**src/rtl/ifgc_pkg.sv**
```systemverilog
`timescale 1ns/1ps
package ifgc_pkg;

  // Strobes from the sequencer to the counting datapath
  typedef struct packed {
    logic clearAll;   // zero count and overflow
    logic gateOpen;   // count qualified edges
  } ifgcStrobe_t;

  // Gate length in ms for code {G1,G0}: 1, 4, 16, 64
  function automatic int unsigned gateMs(input logic [1:0] code);
    return 32'd1 << (2 * code);
  endfunction

  // Settling wait in ms: long wait for the two long gates
  function automatic int unsigned waitMs(input logic [1:0] code,
                                         input int unsigned shortMs,
                                         input int unsigned longMs);
    return code[1] ? longMs : shortMs;
  endfunction

endpackage

```
**src/rtl/ifgc_edge.sv**
```systemverilog
`timescale 1ns/1ps
module ifgc_edge #(
  parameter int SYNC_STAGES = 2
) (
  input  logic clk,
  input  logic rstN,
  input  logic ifIn,
  output logic risePulse
);
  localparam int PIPE_W = SYNC_STAGES + 1;

  logic [PIPE_W-1:0] pipe;

  always_ff @(posedge clk or negedge rstN) begin
    if (!rstN) pipe <= '0;
    else       pipe <= {pipe[PIPE_W-2:0], ifIn};
  end

  // rising edge: newest synchronised sample high, one older low
  assign risePulse = pipe[SYNC_STAGES-1] & ~pipe[SYNC_STAGES];
endmodule

```
**src/rtl/ifgc_ctrl.sv**
```systemverilog
`timescale 1ns/1ps
module ifgc_ctrl
  import ifgc_pkg::*;
#(
  parameter int TICKS_PER_MS  = 1,
  parameter int WAIT_SHORT_MS = 4,
  parameter int WAIT_LONG_MS  = 8
) (
  input  logic        clk,
  input  logic        rstN,
  input  logic        refTick,
  input  logic        startReq,
  input  logic [1:0]  gateSel,
  output ifgcStrobe_t strobe,
  output logic        busy
);
  localparam int MAX_MS    = (WAIT_LONG_MS > 64) ? WAIT_LONG_MS : 64;
  localparam int MAX_TICKS = MAX_MS * TICKS_PER_MS;
  localparam int TW        = $clog2(MAX_TICKS + 1);

  typedef enum logic [1:0] {ST_IDLE, ST_WAIT, ST_GATE} seqState_t;

  seqState_t       state;
  logic [TW-1:0]   tickCnt;
  logic [1:0]      codeQ;
  logic [TW-1:0]   waitLen;
  logic [TW-1:0]   gateLen;

  always_comb begin
    waitLen = TW'(waitMs(codeQ, WAIT_SHORT_MS, WAIT_LONG_MS) * TICKS_PER_MS);
    gateLen = TW'(gateMs(codeQ) * TICKS_PER_MS);
  end

  always_ff @(posedge clk or negedge rstN) begin
    if (!rstN) begin
      state   <= ST_IDLE;
      tickCnt <= '0;
      codeQ   <= '0;
    end else if (startReq) begin
      state   <= ST_WAIT;
      tickCnt <= '0;
      codeQ   <= gateSel;
    end else begin
      unique case (state)
        ST_WAIT: if (refTick) begin
          if (tickCnt == waitLen - 1'b1) begin
            state   <= ST_GATE;
            tickCnt <= '0;
          end else begin
            tickCnt <= tickCnt + 1'b1;
          end
        end
        ST_GATE: if (refTick) begin
          if (tickCnt == gateLen - 1'b1) begin
            state   <= ST_IDLE;
            tickCnt <= '0;
          end else begin
            tickCnt <= tickCnt + 1'b1;
          end
        end
        default: ;
      endcase
    end
  end

  always_comb begin
    strobe.clearAll = startReq;
    strobe.gateOpen = (state == ST_GATE);
    busy            = (state != ST_IDLE);
  end
endmodule

```
**src/rtl/ifgc_datapath.sv**
```systemverilog
`timescale 1ns/1ps
module ifgc_datapath
  import ifgc_pkg::*;
#(
  parameter int CNT_W = 20
) (
  input  logic             clk,
  input  logic             rstN,
  input  ifgcStrobe_t      strobe,
  input  logic             edgeSeen,
  output logic [CNT_W-1:0] cntQ,
  output logic             ovfQ
);
  always_ff @(posedge clk or negedge rstN) begin
    if (!rstN) begin
      cntQ <= '0;
      ovfQ <= 1'b0;
    end else if (strobe.clearAll) begin
      cntQ <= '0;
      ovfQ <= 1'b0;
    end else if (strobe.gateOpen && edgeSeen) begin
      if (&cntQ) ovfQ <= 1'b1;         // saturate, flag past full scale
      else       cntQ <= cntQ + 1'b1;
    end
  end
endmodule

```
**src/rtl/if_gate_counter.sv**
```systemverilog
`timescale 1ns/1ps
module if_gate_counter
  import ifgc_pkg::*;
#(
  parameter int CNT_W         = 20,
  parameter int TICKS_PER_MS  = 1,
  parameter int SYNC_STAGES   = 2,
  parameter int WAIT_SHORT_MS = 4,
  parameter int WAIT_LONG_MS  = 8
) (
  input  logic             clk,
  input  logic             rstN,
  input  logic             refTick,
  input  logic             startReq,
  input  logic [1:0]       gateSel,
  input  logic             ifIn,
  output logic             busy,
  output logic             overflow,
  output logic [CNT_W-1:0] count
);
  ifgcStrobe_t strobe;
  logic        risePulse;

  ifgc_edge #(.SYNC_STAGES(SYNC_STAGES)) edge_i (
    .clk(clk), .rstN(rstN), .ifIn(ifIn), .risePulse(risePulse)
  );

  ifgc_ctrl #(
    .TICKS_PER_MS(TICKS_PER_MS),
    .WAIT_SHORT_MS(WAIT_SHORT_MS),
    .WAIT_LONG_MS(WAIT_LONG_MS)
  ) ctrl_i (
    .clk(clk), .rstN(rstN), .refTick(refTick), .startReq(startReq),
    .gateSel(gateSel), .strobe(strobe), .busy(busy)
  );

  ifgc_datapath #(.CNT_W(CNT_W)) dp_i (
    .clk(clk), .rstN(rstN), .strobe(strobe), .edgeSeen(risePulse),
    .cntQ(count), .ovfQ(overflow)
  );
endmodule

```
**config.mk**
```make
export PLATFORM = sky130hd
export DESIGN_NAME = if_gate_counter
export DESIGN_NICKNAME = d
export VERILOG_FILES = /design/src/rtl/ifgc_pkg.sv /design/src/rtl/ifgc_edge.sv /design/src/rtl/ifgc_ctrl.sv /design/src/rtl/ifgc_datapath.sv /design/src/rtl/if_gate_counter.sv
export SDC_FILE = /design/constraint.sdc
export NUM_CORES = 1
export LEC_CHECK = 0
export BUFFER_PORTS_ARGS = -buffer_cell sky130_fd_sc_hd__buf_2
export CORE_MARGIN = 5
export CORE_UTILIZATION = 45
export DETAILED_ROUTE_END_ITERATION = 8
export GPL_ROUTABILITY_DRIVEN = 1
export PLACE_DENSITY = 0.73
export SLEW_MARGIN = 5
export SYNTH_ARGS = -nofsm -noshare
export SYNTH_HDL_FRONTEND = slang
export SYNTH_HIERARCHICAL = 1
export SYNTH_SLANG_ARGS = --single-unit
```
**constraint.sdc**
```tcl
create_clock -name clk -period 2.95 [get_ports clk]
set_clock_uncertainty 0.15 [all_clocks]
set_input_delay 0.295 -clock clk [delete_from_list [all_inputs] [get_ports clk]]
set_output_delay 0.295 -clock clk [all_outputs]
set_load 0.05 [all_outputs]
```
[Yosys cells after proc, flatten, opt, wreduce, memory -nomap -nowiden]
Index checks and enable logic that the tools add are counted.
Storage, ports and cells
  word-level logic and storage cells: 51
  RAM bits: 0
  ROM bits: 0
  output and inout bits: 22
  bits in latches: 0
  memories kept: 0
  register bits after elaboration: 35
Operators by class
  multiplexer cells: 19
  div/mod/pow operators: 0
  add/subtract/negate cells: 4
  shift-type cells: 1
  equal/unequal tests: 9
  multiply operators: 0
  bitwise gates (word level): 2
  order comparisons: 0
  reductions and logical operators: 10
Operators with widths (number)
  20-bit 2-to-1 mux: 3
  7-bit 2-to-1 mux: 5
  20-bit by 1-bit adder with 20-bit output, second input constant: 1
  20-bit AND reduction: 1
  7-bit == test: 2
  7-bit one-hot mux with 2 select lines: 1
  7-bit by 1-bit subtractor with 7-bit output, second input constant: 2
  2-bit 2-to-1 mux: 5
  3-bit inequality test, second input constant: 3
  7-bit by 1-bit adder with 7-bit output, second input constant: 1
  1-bit by 3-bit left shift with 7-bit output, first input constant: 1
  2-bit nonzero test: 3
  5-bit AND reduction: 1
  4-bit 2-to-1 mux: 1
  2-bit one-hot mux with 2 select lines: 1
  2-bit AND reduction: 2
  1-bit 2-to-1 mux: 3
  3-bit by 2-bit inequality test with 1-bit output, second input constant: 1
  3-bit AND reduction: 1
  3-bit nonzero test: 1
  2-bit by 1-bit == test with 1-bit output, second input constant: 1
  2-bit == test, second input constant: 1
  2-bit inequality test, second input constant: 1
  1-bit bitwise AND: 1
  other kinds (2): 2

[Longest topological paths before layout]
  word-level depth: 7
  gate-level depth with buffers: 7
  gate-level depth less buffers: 6

[Cells and area by module]
The synthesis kept the hierarchy.
By module, submodules not included
  ifgc_datapath: cells each 132, area each 1242.4 sq um, instances 1
  ifgc_ctrl: cells each 74, area each 709.4 sq um, instances 1
  ifgc_edge: cells each 4, area each 88.8 sq um, instances 1

[Worst setup path after synthesis]
Ideal clock, no wire load.
  kind: reg-to-reg
  start point: register dp_i.cntQ[2]
  end point: register dp_i.cntQ[15]
  period minus slack after synthesis: 2.472 ns
  setup slack: 0.478 ns
  path buffers: 0
  arrival time: 2.194 ns
  setup time: 0.128 ns
  required time: 2.672 ns
  cell stages (with the launch flop): 5
  cell sequence: dfrtp_1 -> nand4_1 -> or4_4 -> a2111oi_2 -> mux2_1
On the way
  longest elaborated chain between the ends: 4
  elaborated cells between the ends (all ways): 7
  classes of those cells: add/sub (1); eq/ne (1); mux (3); reduce/logical (2)
RTL lines
  start, declared: RTL line ifgc_datapath.sv:11  | output logic [CNT_W-1:0] cntQ,
  start signal, assigned: RTL line ifgc_datapath.sv:23  | else cntQ <= cntQ + 1'b1;
  20-bit by 1-bit adder with 20-bit output: RTL line ifgc_datapath.sv:23
  20-bit 2-to-1 mux: RTL line ifgc_datapath.sv:22  | if (&cntQ) ovfQ <= 1'b1;
  20-bit 2-to-1 mux: RTL line ifgc_datapath.sv:21  | end else if (strobe.gateOpen && edgeSeen) begin
  20-bit 2-to-1 mux: RTL line ifgc_datapath.sv:18  | end else if (strobe.clearAll) begin
Several ways; a longest one is shown, not always the timed one. The select of a mux whose other input is x is not followed.
A chain may end at the register's enable or synchronous reset.

==> impl_metrics.csv <==
group,metric,value,unit
cts,h-tree-depth,2,
cts,cts_tree,"built",
setup_path,crit_type,"register to register",
power,p_leak,1.01,nW
power,p_int,0.702,mW
setup_path,critPathMaxFanout,10,
cts,path_clk_slew,70,ps
cts,numCtsBuffers,5,
logic_synthesis,yosys-top-cells-area,"dfrtp_1, mux2_2, a21oi_1",
floorplanning,die_h,77.3,um
power,p_sw_frac,0.261,
cts,clk_latency,280,ps
detailed_routing,avgRoutedWirePerCell,15.3,um
timing,finalHoldViolations,0,
logic_synthesis,yosysTopAreaCellShare,0.429,
cts,clock-root-buffer,"clkbuf_8",
hold_path,min_path_cells,2,
flow_run,cap_violations,0,
setup_path,crit_path_max_incr_delay,660,ps
finish,area_growth_syn_to_layout,13.4,%
hold_path,hold_class,"input port to register",
status,status,"finished clean",
placed_design,place_congestion,0.834,
global_route,grt_pass1_wl,7910,um
setup_path,crit_chain,"and2b_1 > nand2_1 > or4_1 > or3_1 > a31oi_1",
floorplanning,boundaryPins,29,
floorplanning,rows,24,
power,p_comb_frac,0.102,
detailed_routing,via_count,1728,
timing,relSlewSlack,0.480,
setup_path,r2r_cells,5,
global_route,grt_overflow,0,
finish,antenna_cells,0,
logic_synthesis,postSynthAreaPerCell,9.72,um2
setup_path,r2r-end,"dp_i/cntQ[14]",
setup_path,r2r_slack,640,ps
placed_design,pre_cts_ws,655,ps
cts,clock_sinks,35,
global_route,antenna_found_initial,0,
logic_synthesis,syn_inst,210,
detailed_routing,drt-pass1-iter-count,4,
floorplanning,die_w,77.3,um
setup_path,rr_startpoint,"ctrl_i/state[0]",
logic_synthesis,ys_seq_area_frac,0.429,
global_route,grt_max_degree,44,
finish,layout_common_cells,"dfrtp_1, buf_2, nand2_1, nor2_1, a21oi_1",
detailed_routing,drt_iter0_drc,107,
logic_synthesis,synth_top_cell_by_area,"dfrtp_1",
power,ir_drop,316,uV
floorplanning,coreArea,4380,um2
logic_synthesis,ys_types,53,
setup_path,cp-end-kind,"register",
cts,cts.repair.resized,0,
power,p_seq_frac,0.543,
setup_path,cp-start-kind,"register",
hold_path,min_to,"ctrl_i/codeQ[0]",
logic_synthesis,synth-edff-count,0,
detailed_routing,drc,0,
logic_synthesis,synth_nets,219,
logic_synthesis,yosys_warnings,6,
detailed_routing,via_per_inst,5.90,
cts,postCtsHoldBufs,2,
detailed_routing,totalWireLength,4500,um
timing,tightest_slew,780,ps
power,p_per_area,410,nW/um2
global_route,grt_pass1_vias,1679,
cts,cts_setup_buffers,0,
finish,final_nets,249,
timing,min_period,2310,ps
placed_design,portBuffers,28,
timing,rsz0062_at_grt,"no",
floorplanning,initial_core_util,0.465,
finish,fill_cells,424,
timing,fin_crit_sh,0.782,
logic_synthesis,async_reset_ff_frac,1.00,
placed_design,placed_area,2210,um2
timing,tns,0,ps
finish,finalInstanceArea,2310,um2
setup_path,slowest_stage,"or4_1",
timing,max_freq,0.433,GHz
hold_path,min_from,"gateSel[0]",
timing,setup_ws,642,ps
power,pwr-share-clk,0.355,
cts,cts_max_path_buffers,2,
power,power.switching,0.248,mW
finish,drive_above_1_share,0.232,
global_route,grtUsageTotal,0.158,
detailed_routing,ant_nets,0,
setup_path,required,3000,ps
timing,drv_slew,0,
finish,final_util,0.528,
floorplanning,die-area,5980,um2
timing,setup_violations,0,
logic_synthesis,ys_seq_elements,35,
finish,final_common_cell,"dfrtp_1",
logic_synthesis,ys.flop_type,"dfrtp_1",
setup_path,arrival,2350,ps
logic_synthesis,synth_area,2040,um2
placed_design,hpwlAfterDp,3230,um
logic make-up after synthesis:
| group | Yosys count | synth area share |
|---|---|---|
| compound gates | 49 | 0.168 |
| xor+xnor | 6 | 0.0258 |
| flops | 35 | 0.429 |
| fa+ha+maj | 2 | 0.0123 |
| mux | 10 | 0.0546 |
| simple gates | 97 | 0.285 |
| buf+inv | 11 | 0.0251 |
state kept, by name, indices dropped and copies added (netlist names):
name	cells
ctrl_i/codeQ	2
ctrl_i/state	2
ctrl_i/tickCnt	7
dp_i/cntQ	20
dp_i/ovfQ	1
edge_i/pipe	3
through the flow:
step	hold WS (ps)	std cells	power, mW
floorplan	-151	210	0.592
global placement	185	283	0.619
detailed placement	186	283	0.622
CTS	89.3	293	0.960
global route	93.7	293	1.00
finish	93.2	293	0.949
worst max path at each step:
stage                            from                 to  slack [ps]  cells past startpoint
floorplan                dp_i/cntQ[2]      dp_i/cntQ[15]         480                      4
global placement      ctrl_i/state[0]      dp_i/cntQ[14]         710                      5
detailed placement    ctrl_i/state[0]      dp_i/cntQ[14]         650                      5
CTS                   ctrl_i/state[0]      dp_i/cntQ[14]         640                      5
global route        ctrl_i/tickCnt[0]  ctrl_i/tickCnt[4]         490                      6
finish                ctrl_i/state[0]      dp_i/cntQ[14]         640                      5
power groups by stage:
stage                     sequential [mW]  combinational [mW]  clock (mW)
final                               0.516              0.0971       0.337
after global routing                0.521               0.112       0.371
after CTS                           0.516              0.0992       0.345
after detailed placement            0.525              0.0965           0
after global placement              0.524              0.0945           0
after floorplan                     0.518              0.0744           0
cell type report:
cell class                      count  area [um2]  share of cell area
Clock buffer                        7        76.3              0.0330
Clock inverter                      1        5.00             0.00216
Inverter                            3        11.3             0.00486
Multi-Input combinational cell    164        1110               0.481
Sequential cell                    35         876               0.378
Tap cell                           52        65.1              0.0281
Timing Repair Buffer               31         168              0.0724
layer usage:
metal / track usage / vias to the layer above / part of all wire
met4: 0.0344 / 0 / 0.0076
met1: 0.194 / 844 / 0.43
met5: 0 / - / 0
met2: 0.280 / 34 / 0.51
met3: 0.0394 / 5 / 0.048
li1: - / 845 / -
synth_stat cells, types with 6 or more instances:
library cell / count
o21ai_0: 9
nor3_1: 6
nor2_1: 15
o31ai_1: 7
mux2_2: 8
a21oi_1: 13
nor2b_1: 7
dfrtp_1: 35
nand4_1: 6
nand3_1: 7
nand2_1: 17
worst max-delay path: cells and delay by family, from the launching register on:
kind | cells | cell delay (ps)
and+or+nand+nor | 4 | 1500
AOI/OAI and AO/OA | 1 | 170
DFF | 1 | 400
(Power assumes the default switching activity.)
